[src/rtl/drrm_pkg.sv]
package drrm_pkg;
    typedef enum logic {
        ST_IDLE    = 1'b0,
        ST_RESOLVE = 1'b1
    } drrm_state_e;
endpackage

[src/rtl/drrm_rr_pick.sv]
module drrm_rr_pick #(
    parameter int N  = 4,
    parameter int PW = (N > 1) ? $clog2(N) : 1
) (
    input  logic [N-1:0]  req,
    input  logic [PW-1:0] ptr,
    output logic          hit,
    output logic [PW-1:0] idx
);
    // First set bit at or cyclically after ptr
    always_comb begin
        hit = 1'b0;
        idx = '0;
        for (int k = 0; k < N; k++) begin
            automatic int p = int'(ptr) + k;
            if (p >= N) p = p - N;
            if (!hit && req[p]) begin
                hit = 1'b1;
                idx = PW'(p);
            end
        end
    end
endmodule

[src/rtl/drrm_req_stage.sv]
module drrm_req_stage #(
    parameter int N  = 4,
    parameter int PW = (N > 1) ? $clog2(N) : 1
) (
    input  logic            clk,
    input  logic            rst_n,
    input  logic            load,
    input  logic [N*N-1:0]  occ,
    input  logic [N-1:0]    adv,
    output logic [N-1:0]    req_vld,
    output logic [N*PW-1:0] req_idx
);
    logic [PW-1:0] ptr  [N];
    logic [N-1:0]  pick_hit;
    logic [PW-1:0] pick_idx [N];

    for (genvar i = 0; i < N; i++) begin : g_in
        drrm_rr_pick #(.N(N), .PW(PW)) u_pick (
            .req (occ[i*N +: N]),
            .ptr (ptr[i]),
            .hit (pick_hit[i]),
            .idx (pick_idx[i])
        );

        always_ff @(posedge clk or negedge rst_n) begin
            if (!rst_n) begin
                ptr[i]              <= '0;
                req_vld[i]          <= 1'b0;
                req_idx[i*PW +: PW] <= '0;
            end else begin
                if (load) begin
                    req_vld[i]          <= pick_hit[i];
                    req_idx[i*PW +: PW] <= pick_idx[i];
                end
                if (adv[i]) begin
                    ptr[i] <= (req_idx[i*PW +: PW] == PW'(N-1)) ? '0
                            : req_idx[i*PW +: PW] + 1'b1;
                end
            end
        end
    end
endmodule

[src/rtl/drrm_grant_stage.sv]
module drrm_grant_stage #(
    parameter int N  = 4,
    parameter int PW = (N > 1) ? $clog2(N) : 1
) (
    input  logic            clk,
    input  logic            rst_n,
    input  logic            commit,
    input  logic [N-1:0]    req_vld,
    input  logic [N*PW-1:0] req_idx,
    output logic [N*N-1:0]  gnt
);
    logic [PW-1:0] ptr  [N];
    logic [N-1:0]  col_req [N];
    logic [N-1:0]  win_hit;
    logic [PW-1:0] win_idx [N];

    for (genvar j = 0; j < N; j++) begin : g_out
        for (genvar i = 0; i < N; i++) begin : g_col
            assign col_req[j][i] = req_vld[i] && (req_idx[i*PW +: PW] == PW'(j));
        end

        drrm_rr_pick #(.N(N), .PW(PW)) u_pick (
            .req (col_req[j]),
            .ptr (ptr[j]),
            .hit (win_hit[j]),
            .idx (win_idx[j])
        );

        always_ff @(posedge clk or negedge rst_n) begin
            if (!rst_n) begin
                ptr[j] <= '0;
            end else if (commit && win_hit[j]) begin
                ptr[j] <= (win_idx[j] == PW'(N-1)) ? '0 : win_idx[j] + 1'b1;
            end
        end
    end

    always_comb begin
        gnt = '0;
        for (int j = 0; j < N; j++) begin
            if (win_hit[j]) gnt[int'(win_idx[j])*N + j] = 1'b1;
        end
    end
endmodule

[src/rtl/drrm_sched.sv]
module drrm_sched
    import drrm_pkg::*;
#(
    parameter int N = 4
) (
    input  logic           clk,
    input  logic           rst_n,
    input  logic           slot_i,
    input  logic [N*N-1:0] occ_i,
    output logic [N*N-1:0] grant_o,
    output logic           match_valid_o
);
    localparam int PW = (N > 1) ? $clog2(N) : 1;

    drrm_state_e    state, state_nx;
    logic           load, commit;
    logic [N-1:0]   req_vld;
    logic [N*PW-1:0] req_idx;
    logic [N*N-1:0] gnt;
    logic [N-1:0]   row_gnt;

    assign load   = (state == ST_IDLE) && slot_i;
    assign commit = (state == ST_RESOLVE);

    for (genvar i = 0; i < N; i++) begin : g_row
        assign row_gnt[i] = commit && (|gnt[i*N +: N]);
    end

    drrm_req_stage #(.N(N), .PW(PW)) u_req (
        .clk     (clk),
        .rst_n   (rst_n),
        .load    (load),
        .occ     (occ_i),
        .adv     (row_gnt),
        .req_vld (req_vld),
        .req_idx (req_idx)
    );

    drrm_grant_stage #(.N(N), .PW(PW)) u_gnt (
        .clk     (clk),
        .rst_n   (rst_n),
        .commit  (commit),
        .req_vld (req_vld),
        .req_idx (req_idx),
        .gnt     (gnt)
    );

    // Next-state logic: launch / publish
    always_comb begin
        state_nx = state;
        unique case (state)
            ST_IDLE:    if (slot_i) state_nx = ST_RESOLVE;
            ST_RESOLVE: state_nx = ST_IDLE;
            default:    state_nx = ST_IDLE;
        endcase
    end

    always_ff @(posedge clk or negedge rst_n) begin
        if (!rst_n) state <= ST_IDLE;
        else        state <= state_nx;
    end

    // Output register
    always_ff @(posedge clk or negedge rst_n) begin
        if (!rst_n) begin
            grant_o       <= '0;
            match_valid_o <= 1'b0;
        end else begin
            match_valid_o <= commit;
            if (commit) grant_o <= gnt;
        end
    end
endmodule

[config.mk]
export PLATFORM = sky130hd
export DESIGN_NAME = drrm_sched
export DESIGN_NICKNAME = d
export VERILOG_FILES = /design/src/rtl/drrm_pkg.sv /design/src/rtl/drrm_rr_pick.sv /design/src/rtl/drrm_req_stage.sv /design/src/rtl/drrm_grant_stage.sv /design/src/rtl/drrm_sched.sv
export SDC_FILE = /design/constraint.sdc
export NUM_CORES = 1
export LEC_CHECK = 0
export CORE_UTILIZATION = 60
export DETAILED_ROUTE_END_ITERATION = 8
export DONT_BUFFER_PORTS = 1
export PLACE_DENSITY_LB_ADDON = 0.08
export SKIP_CTS_REPAIR_TIMING = 1
export SYNTH_ARGS = -nofsm -noshare
export SYNTH_HDL_FRONTEND = slang
export SYNTH_SLANG_ARGS = --single-unit
[constraint.sdc]
create_clock -name clk -period 4.9 [get_ports clk]
set_input_delay 0.98 -clock clk [delete_from_list [all_inputs] [get_ports clk]]
set_output_delay 0.98 -clock clk [all_outputs]
set_load 0.05 [all_outputs]
==> results of run 1 <==
-- routing by layer --
metal	up-vias	GRT usage, %
met5	-	0
met4	0	8.18
met1	1063	30.4
li1	1101	-
met2	45	41.1
met3	8	4.20
-- power breakdown --
part | leakage [nW] | internal (mW) | switching, mW
combinational | 0.946 | 0.328 | 0.340
clock | 0.0482 | 0.114 | 0.119
sequential | 0.573 | 0.502 | 0.290
total | 1.57 | 0.944 | 0.749
-- worst max-delay path, stage by stage (launching register included) --
cell and delay, ns:
dfrtp_1 0.40, inv_1 0.08, ha_1 0.25, and3b_1 0.22, a311o_1 0.33, a21o_1 0.22, ha_1 0.20, a21boi_1 0.14
o41ai_2 0.51, mux2_1 0.37
-- cell type report --
| type | count | area, um2 |
|---|---|---|
| multi-input combinational | 233 | 1850 |
| fill | 403 | 1620 |
| sequential | 46 | 1150 |
| clock buffer | 7 | 86.3 |
| tap | 67 | 83.8 |
| inverter | 19 | 71.3 |
| timing repair buffer | 1 | 7.51 |
| clock inverter | 1 | 5.00 |
-- cell families after synthesis --
group | after synthesis | synth area share [%]
multiplexers | 36 | 12.8
AND/OR/NAND/NOR | 77 | 11.1
AO/OA/AOI/OAI | 88 | 22.6
flip-flops | 46 | 36.8
buffers and inverters | 29 | 4.04
adder cells (fa/ha/maj) | 32 | 12.8
-- placed cells by master (no fill, tap or decap), drive strengths merged, types with 11 or more instances in the layout --
master   n
ha      32
mux2    32
a21boi  16
dfrtp   46
inv     19
o21ai   11
nand2   40
a21oi   18
nor2    13
-- worst max path at each step --
| stage | startpoint | end | slack, ns | cells after the start |
|---|---|---|---|---|
| 3_5_place_dp | u_req.req_idx[1] | u_req.ptr[7] | 2.03 | 9 |
| 4_1_cts | u_req.req_idx[1] | u_req.ptr[7] | 2.03 | 9 |
| 2_1_floorplan | u_req.req_idx[0] | u_req.ptr[2] | 2.35 | 8 |
| 3_3_place_gp | u_req.req_idx[1] | u_req.ptr[3] | 2.09 | 9 |
| 5_1_grt | u_req.req_vld[1] | u_req.ptr[6] | 1.92 | 7 |
| 6_report | u_req.req_idx[1] | u_req.ptr[6] | 2.07 | 9 |
-- sequential cells by signal (all words and copies together), names as in the netlist --
name / flops
match_valid_o: 1
u_req.req_idx: 8
u_req.ptr: 8
u_req.req_vld: 4
u_gnt.ptr: 8
commit: 1
grant_o: 16
==> results.md, run 1 <==
* Clock Sink Count at 46
* Initial DRC count at approximately 120
* Area delta synth->final at 4.08%
* Routed wl met2 at 2830 um
* Routed Antenna Nets at 0
* FF+latch count, synth at 46
* H-tree depth at 2
* Synth top cells by count: 46 x dfrtp_1, 40 x nand2_1, 32 x ha_1
* Core area at 4880 um2
* Post-route DRC at 0
* Placed Cells at 366
* Total track usage at 23.9%
* Maximum fanout along the worst path at 4
* DP Worst Slack at between 2 and 2.5 ns
* Buffers added on ports at 0
* RSZ-0062 raised after global routing: no
* Final setup viols at 0
* Static Leak at around 1.6 nW
* Vias in the first global route at around 2100
* IO Pins at 36
* Drt via density at 5.93
* Avg WL per Cell at around 16 um
* CTS tree: built
* R2R depth at 9
* Share of cells above drive strength 1 at 14.7%
* Worst skew pair latency at around 0.3 ns
* Slew @ Worst Pin at roughly 0.86 ns
* Post-synth top area cell: dfrtp_1
* Grt ovf at 0
* Synth Area per Inst at between 10 and 15 um2
* Synth Cell Area at between 3000 and 4000 um2
* First-pass GRT wire length at between 9000 and 10000 um
* Hold WC Path Type: in2async
* GPL Wtd Cong at 0.851
* Slew Viols, Final at 0
* Max VDD drop at 0.261 mV
* Drt first pass iters at 4
* Synth unique cells at 36
* Post-layout nets at 357
* WL final at approximately 6000 um
* Synth Instances at a little over 300
* Status: complete, no violations
* Largest net degree at the start of global routing at 47
* Longest Clk Path Bufs at 2
* Syn_nets at about 360
* Initial antenna violation count at 0
* Die Area at approximately 5500 um2
* Final worst-path setup slack at about 2.1 ns
* Worst hold margin at approximately 0.37 ns
* # diodes at 0
* Setup TNS at 0 ns
* Wl on met1 at ~2900 um
* Post-synthesis sequential area ratio at between 30% and 40%
* Die W at approximately 74 um
* Worst setup EP type: flip-flop
* EDFF count, synth at 0
* Post-synth top area share at around 37%
* Synth area leaders: dfrtp_1 37%, ha_1 13%, mux2_2 8.6%, nand2_1 4.8%, a21boi_1 3.4%
* Synth warnings at 0
* R2r startpoint: u_req.req_idx[1]
* Max-cap violations at 0
* Cell Area, Placed at 3170 um2
* Reg-to-Reg End: u_req.ptr[6]
* Routed wl met3 at 175 um
* Initial Util at 64.2%
* Startpoint types: flip-flop
* Dpl hpwl at roughly 4600 um
* Final Instance Count excl. Fillers at approximately 370
* F_max at roughly 0.35 GHz
* Final Core Density at about two thirds
* CTS Buf Count at 5
* Crit Path Category: reg2reg
* Final Cycle Share at 57.7%
* Main flop type after synthesis: dfrtp_1
* Total power at roughly 1.7 mW
* Worst-path clk slew at 0.08 ns
* CP arrival at approximately 3 ns
* Hold Violations, Final at 0
* WP data required at a little over 5 ns
* Die H at about 74 um
* Design area at about 3300 um2
* Total number of vias at ~2200
* Worst slew margin at between 40% and 50%
* Most common cell in the netlist: dfrtp_1
* Cell row count at 25
* Power Density at between 500 and 600 nW/um2
* Root Buffer: clkbuf_8
* Highest Signal Layer: met4
* Ys async rst share at between 90% and 100%
* Clock period minus worst slack at 2.83 ns
* Clock skew at ~0.0036 ns
* R2r setup slk at around 2.1 ns
No activity file was read; power rests on OpenSTA's default activity.
==> inputs of run 2 (changes only) <==
--- a/config.mk
+++ b/config.mk
@@ -5,7 +5,7 @@
 export SDC_FILE = /design/constraint.sdc
 export NUM_CORES = 1
 export LEC_CHECK = 0
-export CORE_UTILIZATION = 60
+export CORE_UTILIZATION = 58
 export DETAILED_ROUTE_END_ITERATION = 8
 export DONT_BUFFER_PORTS = 1
 export PLACE_DENSITY_LB_ADDON = 0.08
==> constraint.sdc (replaced) <==
create_clock -name clk -period 2.5 [get_ports clk]
set_input_delay 0.5 -clock clk [delete_from_list [all_inputs] [get_ports clk]]
set_output_delay 0.5 -clock clk [all_outputs]
set_load 0.05 [all_outputs]
==> run 2 against run 1 <==
Effect of this change: the run now ends with setup timing left; critical path type unchanged; setup slack got worse by 2.2 ns; global-route usage up 2.4 points; critical path depth unchanged; hold slack got worse by 0.35 ns; cell area is 22% higher.
==> results.md, run 2 (synthesized netlist as in run 1, its figures left out) <==
* Status: complete, but fails checks
* Failing checks: setup timing
* Slew Viols, Final at 0
* Most flops, register: grant_o
* Root Buffer: clkbuf_8
* Final setup viols at 8
* Most common cell after layout, fill and taps aside: buf_4
* NetSw at approximately 1.8 mW
* Final Cycle Share at 106%
* Worst setup EP type: flip-flop
* Initial Util at 60.9%
* Total number of vias at ~2400
* Core area at between 5000 and 6000 um2
* Clock skew at roughly 0.0086 ns
* Avg WL per Cell at 17.5 um
* Dpl hpwl at around 5300 um
* Drt via density at approximately 5.7
* WL final at between 7000 and 8000 um
* Slew @ Worst Pin at 0.884 ns
* GPL Wtd Cong at just under 0.9
* Largest net degree at the start of global routing at 47
* Drt first pass iters at 4
* Vias in the first global route at roughly 2300
* Longest Clk Path Bufs at 2
* Highest Signal Layer: met4
* Post-layout nets at 410
* R2R depth at 9
* CTS Buf Count at 5
* Routed Antenna Nets at 0
* F_max at 0.376 GHz
* Max FFs per register at 16
* # diodes at 0
* Layout fillers at 358
* Area of the multi-input gates at 2140 um2
* First-pass GRT wire length at 10900 um
* Maximum fanout along the worst path at 4
* Max-cap violations at 0
* Worst-path clk slew at around 0.1 ns
* Combinational share of power at between 40 and 50%
* Power Density at slightly above 1000 nW/um2
* CTS tree: built
* Initial antenna violation count at 0
* R2r setup slk at -0.16 ns
* Static Leak at between 1.5 and 2 nW
* Wl on met1 at between 3000 and 4000 um
* R2r startpoint: u_req.req_idx[1]
* Commonest cells after routing, fill and taps aside: 52 x buf_4, 41 x dfrtp_1, 39 x nand2_1
* Hold WC Path Type: in2async
* Hold Violations, Final at 0
* Initial DRC count at ~110
* H-tree depth at 2
* Area delta synth->final at 26.8%
* Clock Sink Count at between 40 and 50
* Die W at 75.5 um
* Grt ovf at 0
* DP Worst Slack at -0.141 ns
* Die Area at about 5700 um2
* Cell row count at 26
* Buffers added on ports at 0
* RSZ-0062 raised after global routing: yes
* Cells along the critical path: inv_2 -> ha_4 -> and3b_1 -> a311o_1 -> a21o_1 -> ha_2 -> a21boi_4 -> o41ai_4 -> mux2_4
* CP arrival at approximately 2.9 ns
* Routed wl met2 at about 3900 um
* Worst hold margin at between 0.02 and 0.025 ns
* Sw frac at approximately 44%
* Reg-to-Reg End: u_req.ptr[7]
* Crit Path Category: reg2reg
* Max VDD drop at approximately 0.6 mV
* Worst skew pair latency at roughly 0.32 ns
* Worst slew margin at roughly two fifths
* Final worst-path setup slack at -0.160 ns
* Sequential Area at roughly 1200 um2
* Share of cells above drive strength 1 at between 40% and 50%
* CP peak stage delay at about 0.45 ns
* IO Pins at 36
* Clock period minus worst slack at 2.66 ns
* Routed wl met3 at between 200 and 250 um
* Total track usage at 26.3%
* Sequential share of power at roughly two fifths
* Internal at about 2.3 mW
* Die H at 75.5 um
* CP max stage cell: dfrtp_1
* WP data required at approximately 2.7 ns
* Clk network pwr share at 11.7%
* Post-route DRC at 0
* Startpoint types: flip-flop
run 2: changes by cell type in the layout (fill, tap and decap cells not counted), moves of 4 or more:
cell / delta
inv_2: +7
dfrtp_2: +5
buf_4: +51
mux2_4: +8
a21boi_4: +4
ha_4: +8
mux2_1: -8
ha_2: +9
inv_1: -7
a21boi_1: -5
dfrtp_1: -5
ha_1: -17
run 2: area by class of cell:
class	instances	area share (%)
multi-input cells	233	53.8
flip-flops and latches	46	29.1
repair buffers	54	10.8
well taps	70	2.20
inverters	19	1.80
clock buffers	5	1.73
clock inverters	3	0.535
run 2: worst max-delay path: cells and delay by family, from the launching register on:
kind                       cells  cell delay, ns
AOI/OAI and AO/OA              4            1.10
adders and majority gates      2            0.37
buffers and inverters          1            0.10
DFF                            1            0.45
muxes                          1            0.34
and+or+nand+nor                1            0.19
run 2: worst max path at each step:
stage                           startpoint            to  slack [ns]  cells past startpoint
after global placement    u_req.req_idx[5]  u_req.ptr[2]       -0.11                      9
after CTS                 u_req.req_idx[5]  u_req.ptr[2]       -0.16                      9
after global routing      u_req.req_idx[1]  u_req.ptr[7]       -0.22                      9
final                     u_req.req_idx[1]  u_req.ptr[7]       -0.16                      9
after floorplan           u_req.req_idx[0]  u_req.ptr[6]        0.08                      8
after detailed placement  u_req.req_idx[5]  u_req.ptr[2]       -0.14                      9
run 2: layer usage:
metal	vias up	track usage, %
met5	-	0
met3	7	4.37
met4	0	6.79
met1	1183	33.5
met2	46	46.3
li1	1206	-
run 2: stage by stage:
| step | area (um2) | setup TNS, ns | total power [mW] | util [%] | instances |
|---|---|---|---|---|---|
| 6_report | 3970 | -0.994 | 4.09 | 77.3 | 430 |
| 5_1_grt | 3970 | -1.55 | 4.34 | 77.3 | 430 |
| 4_1_cts | 3610 | -1.11 | 3.65 | 70.2 | 423 |
| 3_5_place_dp | 3520 | -0.962 | 3.17 | 68.4 | 415 |
| 3_3_place_gp | 3520 | -0.440 | 3.13 | 68.4 | 415 |
| 2_1_floorplan | 3130 | 0 | 2.58 | - | 308 |
run 2: power by group through the flow:
stage | Combinational [mW] | Clock [mW] | Sequential [mW]
floorplan | 1.12 | 0 | 1.46
global placement | 1.59 | 0 | 1.54
detailed placement | 1.63 | 0 | 1.55
CTS | 1.64 | 0.481 | 1.53
global route | 2.22 | 0.509 | 1.61
finish | 2.04 | 0.479 | 1.57
==> inputs of run 3 (changes only) <==
--- a/config.mk
+++ b/config.mk
@@ -12,4 +12,5 @@
 export SKIP_CTS_REPAIR_TIMING = 1
 export SYNTH_ARGS = -nofsm -noshare
 export SYNTH_HDL_FRONTEND = slang
+export SYNTH_HIERARCHICAL = 1
 export SYNTH_SLANG_ARGS = --single-unit
==> run 3 against run 2 <==
Effect of this change: the flow still finishes with violations (setup timing); critical path depth is 1 higher; via count is 9.0% lower; first-iteration DRC count is 37% lower; sequential power is 17% higher; clock power is 17% higher; maximum frequency is 5.4% higher; sequential cell count stayed put; critical path type unchanged.
==> results.md, run 3 <==
* Vias in the first global route at 2163
* Synth area leaders: dfrtp_1 38%, mux2_4 13%, ha_1 8.4%, a21oi_1 5.4%, inv_1 5.0%
* F_max at a little under 0.4 GHz
* Clock Sink Count at 46
* Cells along the critical path: nor3b_2 -> buf_4 -> nand2b_1 -> a21oi_1 -> a21oi_2 -> buf_4 -> ha_1 -> and2_1 -> o41a_1 -> mux2_2
* Post-layout nets at 370
* Post-synth top area share at slightly below 40%
* Main flop type after synthesis: dfrtp_1
* Core area at 4850 um2
* Dpl hpwl at between 4000 and 5000 um
* CP peak stage delay at 0.48 ns
* Power Density at around 1500 nW/um2
* First-pass GRT wire length at just under 10000 um
* Most flops, register: grant_o
* Synth Cell Area at roughly 3000 um2
* RSZ-0062 raised after global routing: yes
* Worst-path clk slew at 0.10 ns
* Startpoint types: flip-flop
* Commonest cells after routing, fill and taps aside: 40 x dfrtp_1, 35 x inv_1, 31 x buf_4
* Die H at 73.8 um
* IO Pins at 36
* Ys async rst share at 100%
* Clock skew at between 0.015 and 0.02 ns
* Met1 Track Usage GR at 30.9%
* Longest Clk Path Bufs at 2
* Avg WL per Cell at between 15 and 20 um
* EDFF count, synth at 0
* Synth Instances at between 200 and 300
* Largest net degree at the start of global routing at 47
* WP data required at 2.68 ns
* GRT busiest layer: met2
* Initial DRC count at 70
* Slew @ Worst Pin at 0.513 ns
* Syn_nets at between 300 and 400
* Crit path from: u_req/req_idx[0]
* Drt via density at ~5.6
* Initial antenna violation count at 0
* R2r startpoint: u_req/req_idx[0]
* Clock period minus worst slack at ~2.5 ns
* Cell row count at 25
* XOR/XNOR Fraction of Synth Area at 0%
* Post-synthesis mux area share at between 10% and 20%
* H-tree depth at 2
* Maximum fanout along the worst path at 6
* Final Instance Count excl. Fillers at 399
* Area delta synth->final at 20.4%
* Worst slew margin at between 60% and 70%
* GPL Wtd Cong at 0.821
* Slew Viols, Final at 0
* Worst skew pair latency at 0.30 ns
* Synth Area in Compound Gates at roughly an eighth
* Failing checks: setup timing
* Placed Cells at 380
* CP arrival at about 2.7 ns
* Synth top cells by count: 46 x dfrtp_1, 40 x inv_1, 32 x a21oi_1
* Static Leak at between 1.5 and 2 nW
* CTS tree: built
* Post-synth top area cell: dfrtp_1
* Total number of vias at approximately 2200
* Layout fillers at 320
* Grt ovf at 0
* Synth Area in Adders at 8.36%
* Synth warnings at 6
* Total track usage at about a quarter
* Max VDD drop at between 0.7 and 0.8 mV
* Max FFs per register at 16
* CP Buf/Inv Count at 2
* Most common cell in the netlist: dfrtp_1
* Largest family of logic cells by synthesized area: multiplexers
* WL final at around 6400 um
* Root Buffer: clkbuf_8
* Buffers added on ports at 0
* Cell Area, Placed at 3220 um2
* FF+latch count, synth at 46
* CTS Buf Count at 5
* Worst setup EP type: flip-flop
* CP delay by family, top: compound AO/OA/AOI/OAI gates
* Drt first pass iters at 4
* Worst hold margin at approximately 0.021 ns
* Post-route DRC at 0
* Share of cells above drive strength 1 at 40.4%
* Die Area at between 5000 and 6000 um2
* Met3 GRT Util at between 4 and 5%
* Post-Synth Simple-Gate Area at between 10% and 20%
* Die W at around 74 um
* Final Cycle Share at 101%
* Design area at ~3600 um2
* Max-cap violations at 0
* Most frequent CP cell: buf_4
* Synth unique cells at 22
* Routed Antenna Nets at 0
* Synth Area per Inst at 10.2 um2
* Hold WC Path Type: in2async
* Crit Path Category: reg2reg
* Status: complete, but fails checks
* Met2 Usage GRT at 38.3%
* # diodes at 0
* Most common cell after layout, fill and taps aside: dfrtp_1
* Hold Violations, Final at 0
* CP max stage cell: o41a_1
* Post-synthesis sequential area ratio at roughly 38%
* Initial Util at 61.7%
* Total power at between 5 and 6 mW
* Final worst-path setup slack at -0.0242 ns
* Final setup viols at 4
## run 3: path summary, 6_finish.rpt
path                                     to  slack [ns]  cells past startpoint
setup / recovery               u_req/ptr[0]       -0.02                     10
max in group asynchronous  u_req/req_idx[1]        2.23                      1
hold / removal                match_valid_o        0.02                      1
hold reg to reg            u_req/req_vld[3]        0.59                      1
setup reg to reg               u_req/ptr[0]       -0.02                     10
min in group clk           u_req/req_vld[1]        0.46                      3
## run 3: worst reg2reg max path, stage by stage (launching register included)
cell and delay (ns):
dfrtp_2 0.46, nor3b_2 0.20, buf_4 0.15, nand2b_1 0.06
a21oi_1 0.20, a21oi_2 0.07, buf_4 0.14, ha_1 0.19
and2_1 0.17, o41a_1 0.48, mux2_2 0.30
## run 3: cell type report
type,count,area [um2],area share [%]
Multi-Input combinational cell,197,1800,49.9
Sequential cell,46,1160,32.2
Timing Repair Buffer,33,272,7.54
Inverter,48,180,5.00
Tap cell,67,83.8,2.33
Clock buffer,6,72.6,2.01
Clock inverter,2,37.5,1.04
## run 3: cell families after synthesis
group,count (synthesis)
buffers and inverters,51
AOI/OAI and AO/OA,60
adders and majority gates,20
and+or+nand+nor,73
DFF,46
muxes,44
## run 3: routing by layer
metal | up-vias | routed length (um)
met5 | - | 0
met4 | 0 | 95
met3 | 12 | 204
met2 | 44 | 3140
met1 | 1076 | 2930
li1 | 1090 | -
## run 3: where the power goes
part / leakage [nW] / switching (mW) / total, mW / internal [mW]
Combinational: 1.09 / 1.31 / 2.85 / 1.55
Sequential: 0.551 / 0.772 / 1.83 / 1.06
Clock: 0.0514 / 0.262 / 0.561 / 0.299
Total: 1.69 / 2.34 / 5.24 / 2.90
## run 3: stage by stage
| step | setup WS, ns | TNS [ns] | utilization [%] |
|---|---|---|---|
| after floorplan | 0.0338 | 0 | - |
| final | -0.0242 | -0.0830 | 74.3 |
| after detailed placement | -0.0658 | -0.364 | 66.4 |
| after global placement | 0.0195 | 0 | 66.4 |
| after global routing | -0.108 | -0.608 | 74.3 |
| after CTS | -0.0986 | -0.557 | 68.7 |
